===== config.mk =====
export PLATFORM = sky130hd
export DESIGN_NAME = clk_stop_gate
export DESIGN_NICKNAME = d
export VERILOG_FILES = /design/src/rtl/clk_stop_gate.sv
export SDC_FILE = /design/constraint.sdc
export NUM_CORES = 1
export LEC_CHECK = 0
export BUFFER_PORTS_ARGS = -buffer_cell sky130_fd_sc_hd__buf_2
export CAP_MARGIN = 20
export CORE_MARGIN = 1.5
export CORE_UTILIZATION = 40
export CTS_BUF_LIST = sky130_fd_sc_hd__clkbuf_16
export DETAILED_ROUTE_END_ITERATION = 10
export MAX_ROUTING_LAYER = met4
export SYNTH_ARGS = -nofsm -noshare
export SYNTH_HDL_FRONTEND = slang
export SYNTH_SLANG_ARGS = --single-unit

===== constraint.sdc =====
create_clock -name clk_src -period 1.72 [get_ports clk_src]
set_input_delay 0.258 -clock clk_src [delete_from_list [all_inputs] [get_ports clk_src]]
set_output_delay 0.258 -clock clk_src [all_outputs]
set_load 0.005 [all_outputs]

===== src/rtl/clk_stop_gate.sv =====
module clk_stop_gate #(
  parameter int N_OUT         = 2,
  parameter int SYNC_EDGES    = 3,
  parameter int MIN_EN_CYCLES = 100
) (
  input  logic             clk_src,
  input  logic             rst_n,
  input  logic             stop_req_n,
  output logic             clk_free,
  output logic [N_OUT-1:0] clk_gated,
  output logic             min_en_viol
);
  localparam int CW = $clog2(MIN_EN_CYCLES + 1);
  localparam logic [CW-1:0] MIN_C = CW'(MIN_EN_CYCLES);

  logic [SYNC_EDGES:0] chain;
  logic                req_sync;
  logic                gate_en;
  logic [CW-1:0]       hi_cnt;

  assign chain[0] = stop_req_n;
  assign req_sync = chain[SYNC_EDGES];

  always_ff @(posedge clk_src or negedge rst_n)
    if (!rst_n) chain[SYNC_EDGES:1] <= '0;
    else        chain[SYNC_EDGES:1] <= chain[SYNC_EDGES-1:0];

  always_ff @(negedge clk_src or negedge rst_n)
    if (!rst_n) gate_en <= 1'b0;
    else        gate_en <= req_sync;

  assign clk_free = clk_src;

  for (genvar i = 0; i < N_OUT; i++) begin : g_out
    assign clk_gated[i] = clk_src & gate_en;
  end

  always_ff @(posedge clk_src or negedge rst_n)
    if (!rst_n) begin
      hi_cnt      <= '0;
      min_en_viol <= 1'b0;
    end else begin
      if (!req_sync && hi_cnt != '0 && hi_cnt < MIN_C) min_en_viol <= 1'b1;
      if (!req_sync)            hi_cnt <= '0;
      else if (hi_cnt != MIN_C) hi_cnt <= hi_cnt + CW'(1);
    end
endmodule



* Word-level counts from Yosys, hierarchy flattened
Cells that the tools add are included.
** Storage, ports and cells
- Input bits :: 3
- Flip-flop bits (word level) :: 12
- Word-level logic and storage cells :: 15
- Output and inout port bits :: 4
** Operators by class
- Equality and inequality tests :: 2
- Order comparisons :: 1
- Mux-type cells :: 2
- Bitwise gates (word level) :: 1
- Add/subtract/negate cells :: 1
- Reduce and logical (&&, ||, !) cells :: 4
** Operators by type and width (number)
- $mux 7 :: 2
- $add 7x1->7 const B :: 1
- $lt 7x7->1 const B :: 1
- $ne 7x7->1 const B :: 1
- $reduce_bool 7->1 :: 1
- $logic_and 1x1->1 :: 2
- $ne 2x1->1 const B :: 1
- $and 1x1->1 :: 1
- $logic_not 1->1 :: 1

* Logic depth before layout (Yosys ltp)
Gate-level depths: netlist of the first run.
- Depth after elaboration :: 3
- Mapped depth :: 5
- Gate-level depth less buffers :: 5

==> results of run 1 <==
[flip-flops by register name, summed over array words and instances, names as in the netlist]
register     count
hi_cnt           7
min_en_viol      1
chain            3
gate_en          1
[power groups by stage]
stage	Clock (mW)	Sequential [mW]	Combinational [mW]
2_1_floorplan	0.0812	0.305	0.0198
3_3_place_gp	0.0714	0.306	0.0320
3_5_place_dp	0.0713	0.307	0.0328
4_1_cts	1.31	0.303	0.0360
5_1_grt	1.36	0.305	0.0403
6_report	1.29	0.304	0.0351
[worst max-delay path, cell delays in order, from the launching register on]
cell and delay, ps:
dfrtn_1 380, and2_4 160, clkbuf_16 120, buf_6 80
[placed cells by master (no fill, tap or decap), types with 2 or more instances in the layout]
master,n
mux2i_1,3
nor3_1,2
buf_2,3
inv_1,3
ha_1,2
a31oi_1,2
dfrtp_1,11
buf_6,3
xnor2_1,2
nand2_1,8
clkbuf_16,10
nor2_1,3
o21ai_0,2
[kinds of logic (layout without fill, tap and decap cells)]
family                     count (synthesis)  count (layout)  share of synthesized area, %
and+or+nand+nor                           23              23                          22.0
DFF                                       12              12                          54.4
AOI/OAI and AO/OA                          5               5                          5.44
buffers and inverters                      5              22                          4.99
muxes                                      3               3                          5.44
adders and majority gates                  2               2                          4.53
xor gates and xnor gates                   2               2                          3.18
[repair_timing]
item	4_1_cts	5_1_grt
resized for setup	3	0
hold buffers	1	0
hold endpoints to repair	11	0
pin swaps	1	1
endpoints found under the setup margin	4	3
[per-stage QoR]
stage                     power [mW]  cell area, um^2  setup TNS, ps
after global routing            1.70              877          -1170
after detailed placement       0.411              591         -0.441
after floorplan                0.406              554              0
after CTS                       1.65              877          -1130
after global placement         0.409              591              0
final                           1.63              877          -1100
[how the worst min path moves through the flow]
stage                    start        end  depth (start not counted)
global placement         rst_n  hi_cnt[2]                          1
global route        stop_req_n   chain[1]                          1
floorplan                rst_n   chain[1]                          0
finish              stop_req_n   chain[1]                          1
detailed placement       rst_n  hi_cnt[2]                          1
CTS                 stop_req_n   chain[1]                          1
[cell usage after synthesis]
cell type / number / share of area (%)
dfrtp_1: 11 / 50
nand2_1: 8 / 5.4
mux2i_1: 3 / 5.4
nor2_1: 3 / 2.0
a31oi_1: 2 / 2.3
and2_1: 2 / 2.3
buf_4: 2 / 2.7
ha_1: 2 / 4.5
inv_1: 2 / 1.4
nor3_1: 2 / 1.8
o21ai_0: 2 / 1.8
xnor2_1: 2 / 3.2
a21o_1: 1 / 1.4
and3_1: 1 / 1.1
buf_2: 1 / 0.91
dfrtn_1: 1 / 4.5
nand2b_1: 1 / 1.1
nand3_1: 1 / 0.91
nand3_2: 1 / 1.8
nand3b_1: 1 / 1.4
nand4_1: 1 / 1.1
or3_1: 1 / 1.1
or4b_1: 1 / 1.8
[area by class of cell]
cell class	instances	area [um^2]	area share (%)
clock buffer	13	284	32.4
timing repair buffer	5	32.5	3.71
clock inverter	2	7.51	0.856
sequential	12	300	34.2
multi-input combinational	35	226	25.8
tap	15	18.8	2.14
inverter	2	7.51	0.856
[per-layer routing]
metal,vias to the layer above,GRT usage [%]
met5,-,-
met4,0,30.2
met3,4,16.7
met2,17,31.0
met1,212,24.8
li1,208,-
==> reports/qor.yml, run 1 <==
route.vias.total: 441
clockPowerShare_pct: 79.2
min_path_type: "input pin to flip-flop"
cp_max_fo: 2
die_h_um: 40.1
synth_area_um2: 552
drive_above_1_share_pct: 27.5
drtIter0Drc: 12
drcViolationCount: 0
final_util_pct: 67.4
grt_max_degree: 13
final_cells: 84
cp-endpoint: "clk_gated[0]"
gp_congestion: 0.730
crit_arrival_ps: 2010
diodes: 0
maxSlewHeadroom_pct: 68.7
post_drt_wl_per_cell_um: 16.0
fillCellCount: 95
portBuffers: 6
cp-end-kind: "primary output"
area_growth_pct: 59.0
design.core.area_mm2: 0.00130
globalRouteOverflowTotal: 0
routed_wirelength_um: 1340
drt_pass1_iterations: 4
postSynthAreaPerCell_um2: 10.6
yosys_warnings: 0
route.met2.wl_um: 676
power.share.switching_pct: 19.0
fin_hold_ws_ps: 11.6
grt_setup_unrepaired: "true"
ys_seq_area_share_pct: 54.4
vias_per_cell: 5.25
ios: 7
ant_nets: 0
drt-met1-wl_um: 572
irDropWorstVdd_mv: 1.07
worstPathRequired_ps: 1460
dp_slack_ps: -0.221
yosys.cell_types.count: 23
dieArea_mm2: 0.00161
r2r_start: "hi_cnt[0]"
clkLatencyLatePin_ps: 400
p_int_mw: 1.32
dr.max_layer_used: "met4"
r2r_end: "hi_cnt[0]"
cts_setup_buffers: 0
power.switching_uw: 310
ff2ff_setup_slack_ps: 190
synth_fp_nets: 57
status: "complete, but fails checks"
chipWidth_um: 40.1
violations: "negative setup slack"
grt_pass1_vias: 489
clk_pin_slew_worst_paths_ps: 40
tightest_slew_ps: 465
start_util_pct: 42.4
setup_slack_ps: -549
syn-instance-count: 52
p_comb_share_pct: 2.2
worstSetupPathType: "flip-flop to primary output"
finalMaxSlewViolations: 0
setup_viol: 3
ys_ff_latch: 12
track_usage_pct: 25.7
cap_violations: 0
dp_cells: 71
critPathLaunch: "gate_en"
seqPwrFrac_pct: 18.6
antenna_found_initial: 0
fp-row-count: 13
final_nets: 74
power_density_mw_per_mm2: 1860
hpwl_um: 637
finalHoldViolCount: 0
cts_tree: "yes"
dr_wl_met3_um: 71
start_kind: "flip-flop"
finClkSkew_ps: 53.1
grt_pass1_wl_um: 2190
worst-r2r-cell-count: 5
p_leak_nw: 0.393
Power figures use the tool's default switching activity.
==> run 2, diff against run 1 <==
==> constraint.sdc (replaced) <==
create_clock -name clk_src -period 1.72 [get_ports clk_src]
set_input_delay 0.258 -clock clk_src [delete_from_list [all_inputs] [get_ports clk_src]]
set_output_delay 0.258 -clock clk_src [all_outputs]
set_load 0.05 [all_outputs]
==> run 2 against run 1 <==
The run still ends with negative setup slack left. First-iteration DRC count is 58% lower. Routed wire length fell by 4.4%. Setup slack worse by 69 ps. Worst hold slack worse by 0.55 ps. Die area unchanged. Total power is 3.8% higher. Cell count shrank 2.4%. Critical endpoint is now clk_gated[1].
==> reports/qor.yml, run 2 (synthesis gave the netlist of run 1 again) <==
antenna_found_initial: 0  # unchanged
drcViolationCount: 0  # unchanged
chipWidth_um: 40.1  # unchanged
ant_nets: 0  # unchanged
finClkSkew_ps: 51.9  # -1.24 ps
cp_top_family: "flip-flops"
portBuffers: 6  # unchanged
start_util_pct: 42.4  # unchanged
track_usage_pct: 24.6  # -1.0 points
globalRouteOverflowTotal: 0  # unchanged
setup_viol: 3  # unchanged
ios: 7  # unchanged
cp_max_fo: 2  # unchanged
layout_common_cells: "11 x dfrtp_1, 8 x nand2_1, 8 x clkbuf_16"
dp_slack_ps: -155  # -155 ps
power.share.switching_pct: 27.5  # +8.5 points
grt_pass1_vias: 488  # -0.20%
setup_slack_ps: -618  # -69.0 ps
clkLatencyLatePin_ps: 400  # about the same
final_nets: 72  # -2.7%
grt_pass1_wl_um: 2110  # -3.8%
p_int_mw: 1.23  # -7.0%
gp_congestion: 0.737  # +0.86%
largest_registers: "hi_cnt (7), chain (3)"
dieArea_mm2: 0.00161  # unchanged
fp-row-count: 13  # unchanged
largest_reg_flops: 7  # unchanged
drive_above_1_share_pct: 25.4  # -2.2 points
clk_pin_slew_worst_paths_ps: 40  # about the same
worstSetupPathType: "flip-flop to primary output"
grt_setup_unrepaired: "true"
cp-end-kind: "primary output"
p_comb_share_pct: 2.2  # about the same
power_density_mw_per_mm2: 1980  # +6.7%
finalMaxSlewViolations: 0  # unchanged
fin_hold_ws_ps: 11.0  # -0.554 ps
route.vias.total: 447  # +1.4%
stdcell_area_um2: 853  # -2.7%
final_cells: 82  # -2.4%
top_register: "hi_cnt"
crit_arrival_ps: 2080  # +70 ps
status: "complete, but fails checks"
seqCellArea_um2: 300  # unchanged
finalSetupTns_ps: -1230  # -138 ps
drtIter0Drc: 5  # -7
min_path_type: "input pin to flip-flop"
clockPowerShare_pct: 79.8  # +0.6 points
fillCellCount: 91  # -4.2%
critPathBufInv: 2  # unchanged
violations: "negative setup slack"
hpwl_um: 632  # -0.86%
vias_per_cell: 5.45  # +3.8%
worstPathRequired_ps: 1460  # about the same
power.switching_uw: 465  # +50%
irDropWorstVdd_mv: 1.04  # -2.3%
start_kind: "flip-flop"
cts_setup_buffers: 0  # unchanged
design.core.area_mm2: 0.00130  # unchanged
tightest_slew_ps: 486  # +20.3 ps
final_common_cell: "dfrtp_1"
routed_wirelength_um: 1280  # -4.4%
fin_total_pwr_mw: 1.69  # +3.8%
place_area_um2: 591  # unchanged
cpPeakStageDelay_ps: 390  # about the same
maxSlewHeadroom_pct: 67.4  # -1.4 points
p_leak_nw: 0.380  # -3.1%
final_util_pct: 65.6  # -1.8 points
area_growth_pct: 54.6
grt_max_degree: 13  # unchanged
drt_pass1_iterations: 4  # unchanged
cpMaxStageDelayCell: "dfrtn_1"
finalHoldViolCount: 0  # unchanged
multiInputGateArea_um2: 226  # unchanged
cts_tree: "yes"
die_h_um: 40.1  # unchanged
dp_cells: 71  # unchanged
crit_chain: "and2_4 -> clkbuf_16 -> buf_12"
seqPwrFrac_pct: 17.9  # -0.7 points
post_drt_wl_per_cell_um: 15.6  # -2.1%
diodes: 0  # unchanged
cap_violations: 0  # unchanged
run 2: cell types whose count changed in the layout (fill, tap and decap cells not counted), sizes merged:
cell	delta
clkbuf	-2
clkinv	-1
inv	+1
run 2: layout make-up:
class	instances	area share (%)
multi-input cells	35	26.5
flip-flops and latches	12	35.2
inverters	2	0.880
clock inverters	2	0.880
well taps	15	2.20
clock buffers	11	30.5
repair buffers	5	3.81
run 2: path summary, 6_finish.rpt:
kind                            slack (ps)       start  depth (start not counted)            to
max in group asynchronous              450       rst_n                          2       gate_en
min in group asynchronous              320       rst_n                          2      chain[2]
worst max-delay path                  -620     gate_en                          3  clk_gated[1]
worst max register to register         150   hi_cnt[0]                          5     hi_cnt[1]
worst min register to register         340    chain[1]                          0      chain[2]
worst min-delay path                    10  stop_req_n                          1      chain[1]
run 2: power by group through the flow:
stage	clock [mW]	sequential (mW)	combinational, mW
after floorplan	0.284	0.305	0.0198
after global placement	0.247	0.306	0.0320
after detailed placement	0.247	0.307	0.0332
after CTS	1.60	0.303	0.0387
after global routing	1.41	0.305	0.0435
final	1.35	0.304	0.0378
run 2: routing by layer:
layer  up-vias  GRT usage, %  routed length, um  part of all wire [%]
met5         -             -                  0                     0
met4         0          31.9                 44                   3.4
met3         6          16.1                 91                   7.1
met2        21          26.6                623                    49
met1       215          25.4                522                    41
li1        205             -                  -                     -
run 2: what timing repair did:
item,CTS,global route
endpoints found under the setup margin,4,3
hold endpoints to repair,11,0
hold buffers,1,0
pin swaps,1,1
gates resized for setup,12,0
run 2: worst register-to-register path, cell delays in order, from the launching register on:
cell     delay [ps]
dfrtp_1         410
inv_1           120
ha_1            190
nand4_1         130
nor3_1          410
mux2i_1         240
